--- config.mk ---
export PLATFORM = sky130hd
export DESIGN_NAME = dest_addr_filter
export DESIGN_NICKNAME = d
export VERILOG_FILES = /design/src/rtl/addr_filter_pkg.sv /design/src/rtl/addr_filter_ctrl.sv /design/src/rtl/addr_filter_dp.sv /design/src/rtl/dest_addr_filter.sv
export SDC_FILE = /design/constraint.sdc
export NUM_CORES = 1
export LEC_CHECK = 0
export ABC_AREA = 1
export ABC_CLOCK_PERIOD_IN_PS = 4950
export BUFFER_PORTS_ARGS = -buffer_cell sky130_fd_sc_hd__buf_2
export CAP_MARGIN = 20
export CORE_MARGIN = 1
export CORE_UTILIZATION = 62
export DETAILED_ROUTE_END_ITERATION = 6
export HOLD_SLACK_MARGIN = 0.03
export PLACE_DENSITY = 0.8
export SLEW_MARGIN = 20
export SYNTH_ARGS = -nofsm -noshare
export SYNTH_HDL_FRONTEND = slang
export SYNTH_HIERARCHICAL = 1
export SYNTH_SLANG_ARGS = --single-unit
--- constraint.sdc ---
create_clock -name clk -period 4.95 [get_ports clk]
set_input_delay 0.2475 -clock clk [delete_from_list [all_inputs] [get_ports clk]]
set_output_delay 0.2475 -clock clk [all_outputs]
set_load 0.01 [all_outputs]
--- src/rtl/addr_filter_pkg.sv ---
package addr_filter_pkg;

  // Per-byte strobes from control to datapath
  typedef struct packed {
    logic byteEn;
    logic frameStart;
    logic frameEnd;
  } fltStrobe_t;

  // Configuration word, bit 0 is noBcast
  typedef struct packed {
    logic bigEn;
    logic jumboEn;
    logic copyAll;
    logic noBcast;
  } fltCfg_t;

  localparam int unsigned CFG_W = $bits(fltCfg_t);

endpackage

--- src/rtl/addr_filter_ctrl.sv ---
module addr_filter_ctrl
  import addr_filter_pkg::*;
#(
  parameter int unsigned NUM_SLOTS = 4,
  parameter int unsigned ADDR_W    = 4,
  parameter int unsigned DATA_W    = 32,
  parameter int unsigned LO_W      = 16
) (
  input  logic                               clk,
  input  logic                               rstN,
  input  logic                               regWrEn,
  input  logic [ADDR_W-1:0]                  regAddr,
  input  logic [DATA_W-1:0]                  regWrData,
  input  logic                               rxValid,
  input  logic                               rxSof,
  input  logic                               rxEof,
  output fltCfg_t                            cfg,
  output logic [NUM_SLOTS-1:0][DATA_W+LO_W-1:0] slotAddr,
  output logic [NUM_SLOTS-1:0]               slotValid,
  output fltStrobe_t                         strobe
);

  localparam logic [ADDR_W-1:0] CFG_ADDR  = '0;
  localparam int unsigned       SLOT_BASE = 2;

  logic inFrame;

  // Configuration register
  always_ff @(posedge clk) begin
    if (!rstN) begin
      cfg <= '0;
    end else if (regWrEn && regAddr == CFG_ADDR) begin
      cfg <= fltCfg_t'(regWrData[CFG_W-1:0]);
    end
  end

  // Address slots
  for (genvar k = 0; k < NUM_SLOTS; k++) begin : gSlot
    localparam logic [ADDR_W-1:0] HI_ADDR = ADDR_W'(SLOT_BASE + 2*k);
    localparam logic [ADDR_W-1:0] LO_ADDR = ADDR_W'(SLOT_BASE + 2*k + 1);
    logic [DATA_W+LO_W-1:0] addrQ;
    logic                   validQ;

    always_ff @(posedge clk) begin
      if (!rstN) begin
        addrQ  <= '0;
        validQ <= 1'b0;
      end else if (regWrEn && regAddr == HI_ADDR) begin
        addrQ[DATA_W+LO_W-1:LO_W] <= regWrData;
        validQ <= 1'b0;
      end else if (regWrEn && regAddr == LO_ADDR) begin
        addrQ[LO_W-1:0] <= regWrData[LO_W-1:0];
        validQ <= 1'b1;
      end
    end

    assign slotAddr[k]  = addrQ;
    assign slotValid[k] = validQ;


    hi_write_clears_chk: assert property (@(posedge clk) disable iff (!rstN)
      (regWrEn && regAddr == HI_ADDR) |=> !slotValid[k]);

    lo_write_sets_chk: assert property (@(posedge clk) disable iff (!rstN)
      (regWrEn && regAddr == LO_ADDR) |=>
        (slotValid[k] && slotAddr[k][LO_W-1:0] == $past(regWrData[LO_W-1:0])));
  end

  // Frame tracking
  always_comb begin
    strobe.frameStart = rxValid && rxSof;
    strobe.byteEn     = rxValid && (rxSof || inFrame);
    strobe.frameEnd   = rxValid && rxEof && (rxSof || inFrame);
  end

  always_ff @(posedge clk) begin
    if (!rstN) begin
      inFrame <= 1'b0;
    end else if (strobe.frameEnd) begin
      inFrame <= 1'b0;
    end else if (strobe.frameStart) begin
      inFrame <= 1'b1;
    end
  end


  end_needs_frame_chk: assert property (@(posedge clk) disable iff (!rstN)
    (!inFrame && !rxSof) |-> !strobe.frameEnd);

endmodule

--- src/rtl/addr_filter_dp.sv ---
module addr_filter_dp
  import addr_filter_pkg::*;
#(
  parameter int unsigned NUM_SLOTS    = 4,
  parameter int unsigned ADDR_BYTES   = 6,
  parameter int unsigned CODE_W       = 32,
  parameter int unsigned BCAST_BIT    = 31,
  parameter int unsigned SLOT_TOP_BIT = 26,
  parameter int unsigned MIN_LEN      = 6,
  parameter int unsigned STD_LEN      = 1518,
  parameter int unsigned JUMBO_LEN    = 1536,
  parameter int unsigned MAX_LEN      = 10240
) (
  input  logic                                 clk,
  input  logic                                 rstN,
  input  fltStrobe_t                           strobe,
  input  logic [7:0]                           rxData,
  input  fltCfg_t                              cfg,
  input  logic [NUM_SLOTS-1:0][ADDR_BYTES*8-1:0] slotAddr,
  input  logic [NUM_SLOTS-1:0]                 slotValid,
  output logic                                 decValid,
  output logic                                 decAccept,
  output logic [CODE_W-1:0]                    decCode
);

  localparam int unsigned DA_W  = ADDR_BYTES * 8;
  localparam int unsigned LEN_W = $clog2(MAX_LEN + 2);
  localparam logic [LEN_W-1:0] MIN_L   = LEN_W'(MIN_LEN);
  localparam logic [LEN_W-1:0] STD_L   = LEN_W'(STD_LEN);
  localparam logic [LEN_W-1:0] JUMBO_L = LEN_W'(JUMBO_LEN);
  localparam logic [LEN_W-1:0] MAX_L   = LEN_W'(MAX_LEN);

  logic [DA_W-1:0]      destQ, destNext;
  logic [LEN_W-1:0]     lenQ, lenNext;
  logic [NUM_SLOTS-1:0] slotHit;
  logic                 bcastHit, lenOk, found;
  logic [CODE_W-1:0]    matchCode;

  // Length counter saturates one above the maximum
  always_comb begin
    if (strobe.frameStart)   lenNext = LEN_W'(1);
    else if (lenQ > MAX_L)   lenNext = lenQ;
    else                     lenNext = lenQ + LEN_W'(1);
  end

  // Insert the current byte into the address image
  always_comb begin
    destNext = strobe.frameStart ? '0 : destQ;
    for (int b = 0; b < ADDR_BYTES; b++) begin
      if (strobe.frameStart ? (b == 0) : (lenQ == LEN_W'(b)))
        destNext[DA_W-1-8*b -: 8] = rxData;
    end
  end

  always_ff @(posedge clk) begin
    if (!rstN) begin
      destQ <= '0;
      lenQ  <= '0;
    end else if (strobe.byteEn) begin
      destQ <= destNext;
      lenQ  <= lenNext;
    end
  end

  // Parallel slot comparators
  for (genvar k = 0; k < NUM_SLOTS; k++) begin : gCmp
    assign slotHit[k] = slotValid[k] && (slotAddr[k] == destNext);
  end
  assign bcastHit = !cfg.noBcast && (&destNext);

  // Fixed-priority code selection
  always_comb begin
    matchCode = '0;
    found     = 1'b0;
    for (int k = 0; k < NUM_SLOTS; k++) begin
      if (!found && slotHit[k]) begin
        matchCode[SLOT_TOP_BIT-k] = 1'b1;
        found = 1'b1;
      end
    end
    if (!found && bcastHit) matchCode[BCAST_BIT] = 1'b1;
  end

  always_comb begin
    lenOk = (lenNext >= MIN_L) && (lenNext <= MAX_L)
         && ((lenNext <= JUMBO_L) || cfg.jumboEn)
         && ((lenNext <= STD_L) || cfg.bigEn);
  end

  // Registered verdict
  always_ff @(posedge clk) begin
    if (!rstN) begin
      decValid  <= 1'b0;
      decAccept <= 1'b0;
      decCode   <= '0;
    end else begin
      decValid  <= strobe.frameEnd;
      decCode   <= (strobe.frameEnd && lenOk) ? matchCode : '0;
      decAccept <= strobe.frameEnd && lenOk && ((matchCode != '0) || cfg.copyAll);
    end
  end


  strobe_after_end_chk: assert property (@(posedge clk) disable iff (!rstN)
    strobe.frameEnd |=> decValid);

  strobe_only_after_end_chk: assert property (@(posedge clk) disable iff (!rstN)
    !strobe.frameEnd |=> !decValid);

  idle_quiet_chk: assert property (@(posedge clk) disable iff (!rstN)
    !decValid |-> (!decAccept && decCode == '0));

  code_onehot_chk: assert property (@(posedge clk) disable iff (!rstN)
    $onehot0(decCode));

  code_implies_keep_chk: assert property (@(posedge clk) disable iff (!rstN)
    (decCode != '0) |-> decAccept);

  unmatched_keep_chk: assert property (@(posedge clk) disable iff (!rstN)
    (decValid && decAccept && decCode == '0) |-> $past(cfg.copyAll));

  kept_len_legal_chk: assert property (@(posedge clk) disable iff (!rstN)
    (decValid && decAccept) |-> ($past(lenNext) >= MIN_L && $past(lenNext) <= MAX_L));

endmodule

--- src/rtl/dest_addr_filter.sv ---
module dest_addr_filter
  import addr_filter_pkg::*;
#(
  parameter int unsigned NUM_SLOTS = 4,
  parameter int unsigned ADDR_W    = 4,
  parameter int unsigned DATA_W    = 32,
  parameter int unsigned CODE_W    = 32,
  parameter int unsigned MAX_LEN   = 10240
) (
  input  logic              clk,
  input  logic              rstN,
  input  logic              regWrEn,
  input  logic [ADDR_W-1:0] regAddr,
  input  logic [DATA_W-1:0] regWrData,
  input  logic              rxValid,
  input  logic [7:0]        rxData,
  input  logic              rxSof,
  input  logic              rxEof,
  output logic              decValid,
  output logic              decAccept,
  output logic [CODE_W-1:0] decCode
);

  localparam int unsigned LO_W = 16;
  localparam int unsigned DA_W = DATA_W + LO_W;

  fltStrobe_t                   strobe;
  fltCfg_t                      cfg;
  logic [NUM_SLOTS-1:0][DA_W-1:0] slotAddr;
  logic [NUM_SLOTS-1:0]         slotValid;

  addr_filter_ctrl #(
    .NUM_SLOTS(NUM_SLOTS), .ADDR_W(ADDR_W), .DATA_W(DATA_W), .LO_W(LO_W)
  ) ctrl_i (
    .clk(clk), .rstN(rstN),
    .regWrEn(regWrEn), .regAddr(regAddr), .regWrData(regWrData),
    .rxValid(rxValid), .rxSof(rxSof), .rxEof(rxEof),
    .cfg(cfg), .slotAddr(slotAddr), .slotValid(slotValid), .strobe(strobe)
  );

  addr_filter_dp #(
    .NUM_SLOTS(NUM_SLOTS), .ADDR_BYTES(DA_W/8), .CODE_W(CODE_W), .MAX_LEN(MAX_LEN)
  ) dp_i (
    .clk(clk), .rstN(rstN), .strobe(strobe), .rxData(rxData), .cfg(cfg),
    .slotAddr(slotAddr), .slotValid(slotValid),
    .decValid(decValid), .decAccept(decAccept), .decCode(decCode)
  );

endmodule

# After elaboration in Yosys (flattened, before gate mapping)
# Cells that the tools add are included.
# classes
n_addsub,1
magnitude_cmp,5
n_eq_ne,17
mux,23
bitwise_logic,5
reduce_logical,50
# op_table
op,n
48-bit == test,4
48-bit two-way mux,1
8-bit two-way mux,6
48-bit AND reduction,1
32-bit nonzero test,1
14-bit by 2-bit == test with 1-bit output (second input constant),2
14-bit by 3-bit == test with 1-bit output (second input constant),2
14-bit by 11-bit <= comparator with 1-bit output (second input constant),2
14-bit two-way mux,2
1-bit logical AND,27
4-bit by 3-bit == test with 1-bit output (second input constant),4
14-bit by 1-bit adder with 14-bit output (second input constant),1
14-bit by 1-bit == test with 1-bit output (second input constant),1
14-bit by 3-bit greater-or-equal comparator with 1-bit output (second input constant),1
14-bit greater-than comparator (second input constant),1
14-bit <= comparator (second input constant),1
14-bit zero test,1
1-bit two-way mux,14
2-bit AND reduction,5
2-bit OR reduction,5
4-bit by 2-bit == test with 1-bit output (second input constant),2
4-bit == test (second input constant),2
1-bit zero test,5
1-bit NOT,5
other kinds (2),5
# word_totals
reg_bits,297
output_inout_bits,34

# Depth between registers and ports, before layout
# logic_depth
ltp_word,21
ltp_mapped,23
depth_no_buf,21

# Hierarchy
# Netlist, hierarchy kept.
# by_module_without_submodules
module,instances,cells_per_inst,area_each_um2,seq_area_each_um2
addr_filter_dp,1,1680,8812.2,1381.3
addr_filter_ctrl,1,1159,8015.2,4023.9

# Least setup slack after synthesis
# No wires, ideal clock.
# synth_path
kind,reg-to-reg
start,reg dp_i.lenQ[1]
end,reg dp_i.decCode[23]
setup_ns,0.117
arrival_time_ns,2.077
required_ns,4.833
path_slack_ns,2.756
stages_incl_launch_ff,18
path_buffers,1
synth_period_minus_slack_ns,2.194
cell_sequence,dfxtp_1 > ha_1 > nand2_1 > nor2_4 > buf_2 > nand4_1 > nand2_1 > o21ai_0 > nor2_1 > nand2_1 > nor2_1 > nand2_1 > nor2_1 > nand2_1 > nand2_1 > inv_1 > nand3b_1 > nor2_1
# synth_via
elab_chain_len,15
elab_cells_between_ends,51
cone_classes,1 x add/sub; 5 x order compare; 9 x eq/ne; 18 x mux; 18 x reduce/logical
# synth_lines
element,line_no,rtl
from (decl),addr_filter_dp.sv:34,"logic [LEN_W-1:0] lenQ, lenNext;"
from (signal assigned),addr_filter_dp.sv:61,lenQ <= lenNext;
branches (longest 15 deep; another with 14-bit by 1-bit adder with 14-bit output),n/a,
to (signal assigned),addr_filter_dp.sv:98,decCode <= (strobe.frameEnd && lenOk) ? matchCode : '0;
to (decl),addr_filter_dp.sv:23,output logic [CODE_W-1:0] decCode
# Parallel ways; which one is timed is not known.
# A chain may end at the register's enable or synchronous reset.

# Worst setup path in the final report
# layout_path
start,reg dp_i.lenQ[4]
end,reg dp_i.decCode[23]
# The elaborated chain is that of the path after synthesis.

==> PnR_summary.wiki <==
{| class="wikitable"
! Metric !! Value
|-
| Status || completed
|-
| Clk slew on worst S/H paths || 60 ps
|-
| Initial antenna violation count || 0
|-
| Final cell count without fillers || 3167
|-
| Worst hold path type || in -> reg
|-
| Combined global-route utilization of all metal layers || 46.63%
|-
| DRT Wirelength || 65730 microns
|-
| Fraction of power spent switching nets || 32.76%
|-
| Slowest cell delay on critical path || 510 ps
|-
| H-tree depth || 1
|-
| Time the worst path needs with I/O delays and setup || 3768 ps
|-
| Top cell types by occurrence after synthesis || sky130_fd_sc_hd__nand2_1, sky130_fd_sc_hd__nor2_1, sky130_fd_sc_hd__inv_1
|-
| Post-synth top area cell || sky130_fd_sc_hd__dfxtp_1
|-
| Die X-Extent || 166.7 microns
|-
| Worst hold slack after final layout || 54.50 ps
|-
| CTS Buffer Depth || 3
|-
| Combinational group share of total power || 20.9%
|-
| Number of nets still failing antenna checks after routing || 0
|-
| Row Count || 59
|-
| Total Power || 5.698 mW
|-
| Total of flip-flops plus latches after synthesis || 270
|-
| Fraction of layout instances using a drive strength above 1 || 7.380%
|-
| Final core utilization || 67.94%
|-
| Critical path data required time || 5400 ps
|-
| Leakage component of the power || 8.382 nW
|-
| Post-cts gate resize count || 0
|-
| Hold buffer count at CTS || 0
|-
| Clock tree from TritonCTS || done
|-
| Standard cell area after detailed placement || 0.01696 sq mm
|-
| Number of buffers added on ports || 56
|-
| Later-pin clock latency in the skew report || 560 ps
|-
| Largest net degree at the start of global routing || 81
|-
| Final std cell area, no fill || 0.01790 sq mm
|-
| Final weighted congestion in routability-driven placement || 1.060
|-
| Area added between synthesis and finish || 6.402%
|-
| Average detailed-routed wire length per instance || 20.75 microns
|-
| Critical path's top delay family || simple AND/OR/NAND/NOR gates
|-
| Clock buffers created by TritonCTS || 29
|-
| Share of Yosys cell area claimed by the top area cell type || 32.12%
|-
| Largest fanout of any net on the critical path || 54
|-
| Length of the first detailed-routing pass in iterations || 6
|-
| Clock Root Buffer || sky130_fd_sc_hd__clkbuf_16
|-
| Share of the clock period used by the worst path after layout || 76.11%
|-
| Core Region || 0.02635 sq mm
|-
| Post-route DRC || 0
|-
| Count of placed standard cells including taps || 3117
|-
| First-pass GRT wire length || 98880 microns
|-
| Cell-by-cell trace of the critical path || nor2_1, nand2_2, inv_4, nand3_2, nand2_1, nand2_1, nand2_1, nand2_1, nor2_1, nand2_1, nor2_1, nand2_1, nor2_1, nand2_1, nand2_1, inv_1, nand3b_1, nor2_1
|-
| Portion of total power attributed to sequential cells || 40.6%
|-
| Power density over the cells || 318.2 mW/mm^2
|-
| Sequential element share of the synthesized area || 32.12%
|-
| Synth area leaders || sky130_fd_sc_hd__dfxtp_1, sky130_fd_sc_hd__nand2_1, sky130_fd_sc_hd__nor2_1
|-
| Post-Route Setup TNS || 0 ps
|-
| Top Ports || 84
|-
| Transition time at the pin with the least slew margin || 1217 ps
|-
| Slew Viols, Final || 0
|-
| Sw power || 1.867 mW
|-
| Die outline height || 166.7 microns
|-
| Highest attainable clock frequency || 265.4 MHz
|-
| Avg Synthesized Cell Area || 5.927 sq um
|-
| Clock power frac || 38.6%
|-
| Count of distinct cell types in the synthesized netlist || 39
|-
| CP bufs+invs || 2
|-
| Combined area of all synthesized cells || 0.01683 sq mm
|-
| Worst setup slack after layout || 1182 ps
|-
| DR vias || 18960
|-
| Number of antenna repair diodes || 0
|-
| Placement Setup Slack || 1411 ps
|-
| DPL Wire Length || 46580 microns
|-
| Category of the most critical setup path || reg -> reg
|-
| Vias in the first global route || 17270
|-
| Post-CTS setup buffer count || 0
|-
| Worst voltage drop across the vdd grid || 0.3188 mV
|-
| Starting density of the core || 63.85%
|-
| Master of the slowest instance on the critical path || sky130_fd_sc_hd__nor2_1
|-
| Setup repair after global routing missed its margin || false
|-
| DR iter-0 viols || 2627
|-
| Number of nets in the final layout || 2867
|-
| Internal cell power || 3.831 mW
|-
| Most used standard cell by instance count after synthesis || sky130_fd_sc_hd__nand2_1
|-
| Number of flops mapped to enable cells by yosys || 0
|-
| Relative slew slack || 18.69%
|-
| Data arrival time of the critical path || 4220 ps
|-
| Clock sink count || 270
|-
| Clk_skew || 9.465 ps
|-
| Area of the die || 0.02780 sq mm
|-
| Yosys warning count || 6
|-
| Post-Synthesis Cells || 2839
|-
| Filler instances || 2416
|-
| Share of synthesized flip-flops with an asynchronous set or reset || 0%
|-
| Setup crit end kind || flop
|-
| Total grt overflow || 0
|-
| Startpoint types || flop
|-
| Cell with the most instances on the worst path || sky130_fd_sc_hd__nand2_1
|-
| Count of endpoints failing hold in the final timing report || 0
|-
| Max-cap viol count || 0
|-
| Main flop type after synthesis || sky130_fd_sc_hd__dfxtp_1
|-
| Final number of setup-violating endpoints || 0
|-
| Via/cell ratio || 5.987
|}
## tightest hold or removal path, delay by kind of cell
kind	cells	cell delay (ps)
and+or+nand+nor	3	200
buffers and inverters	2	130
## layer usage
metal  global-route usage (%)  routed length [microns]  vias to the layer above
li1                         -                        -                     8800
met3                    10.29                     8545                      304
met1                    58.71                    24550                     8519
met4                    28.90                     4828                        0
met2                    72.74                    27800                     1338
met5                        0                        0                        -
## flip-flops by register name, summed over array words and instances (netlist names)
register and count:
dp_i/decAccept 1, dp_i/lenQ 14, ctrl_i/inFrame 1, dp_i/destQ 48, dp_i/decValid 1, dp_i/decCode 5, ctrl_i/cfg 4, ctrl_i/gSlot.validQ 4
ctrl_i/gSlot.addrQ 192
## final cells by class
cell class	instances	area (sq um)	area share [%]
multi-input cells	2111	9474	52.91
well taps	335	419.2	2.341
repair buffers	77	444.2	2.481
inverters	324	1219	6.806
clock buffers	40	837.1	4.675
clock inverters	10	106.4	0.5940
flip-flops and latches	270	5405	30.19
## layout by cell type, fill, tap and decap left out, types with 2 or more instances in the layout
cell type and n:
sky130_fd_sc_hd__clkbuf_8 7, sky130_fd_sc_hd__buf_4 21, sky130_fd_sc_hd__xnor2_1 5, sky130_fd_sc_hd__nor2_4 11, sky130_fd_sc_hd__o211ai_1 10, sky130_fd_sc_hd__nor3_1 13, sky130_fd_sc_hd__inv_2 5, sky130_fd_sc_hd__nand3_4 2
sky130_fd_sc_hd__nand3_2 2, sky130_fd_sc_hd__nand4_2 5, sky130_fd_sc_hd__clkinv_2 6, sky130_fd_sc_hd__o21ai_1 4, sky130_fd_sc_hd__buf_2 55, sky130_fd_sc_hd__nand2_2 42, sky130_fd_sc_hd__nand3_1 267, sky130_fd_sc_hd__nand4_1 121
sky130_fd_sc_hd__xor2_1 12, sky130_fd_sc_hd__nor2_2 8, sky130_fd_sc_hd__nand3b_1 46, sky130_fd_sc_hd__nand2_1 764, sky130_fd_sc_hd__o21ai_0 85, sky130_fd_sc_hd__nor2_1 610, sky130_fd_sc_hd__bufinv_16 2, sky130_fd_sc_hd__inv_1 314
sky130_fd_sc_hd__conb_1 27, sky130_fd_sc_hd__clkinv_1 4, sky130_fd_sc_hd__clkbuf_16 29, sky130_fd_sc_hd__a21oi_1 62, sky130_fd_sc_hd__clkbuf_1 4, sky130_fd_sc_hd__ha_1 4, sky130_fd_sc_hd__nand2_4 4, sky130_fd_sc_hd__dfxtp_1 270
## kinds of logic after synthesis
family | after synthesis | share of synthesized area, %
AND/OR/NAND/NOR | 1899 | 49.13
flip-flops | 270 | 32.12
buffers and inverters | 484 | 12.45
AO/OA/AOI/OAI | 164 | 5.086
XOR/XNOR | 17 | 0.8848
adder cells (fa/ha/maj) | 4 | 0.2974
other | 1 | 0.02229
## worst paths after layout
kind                          endpoint  depth (start not counted)  slack (ps)                 startpoint
max                   dp_i/decCode[23]                         18        1180               dp_i/lenQ[4]
min          ctrl_i/gSlot[0].addrQ[35]                          5          50              regWrData[19]
max reg2reg           dp_i/decCode[23]                         18        1180               dp_i/lenQ[4]
min reg2reg  ctrl_i/gSlot[2].addrQ[47]                          2         480  ctrl_i/gSlot[2].addrQ[47]
## power by group through the flow
stage | Clock [mW] | Sequential (mW) | Combinational, mW
floorplan | 0 | 2.33 | 0.829
global placement | 0 | 2.35 | 1.11
detailed placement | 0 | 2.36 | 1.13
CTS | 2.19 | 2.31 | 1.14
global route | 2.28 | 2.32 | 1.29
finish | 2.20 | 2.31 | 1.19
Power figures use the tool's default switching activity.
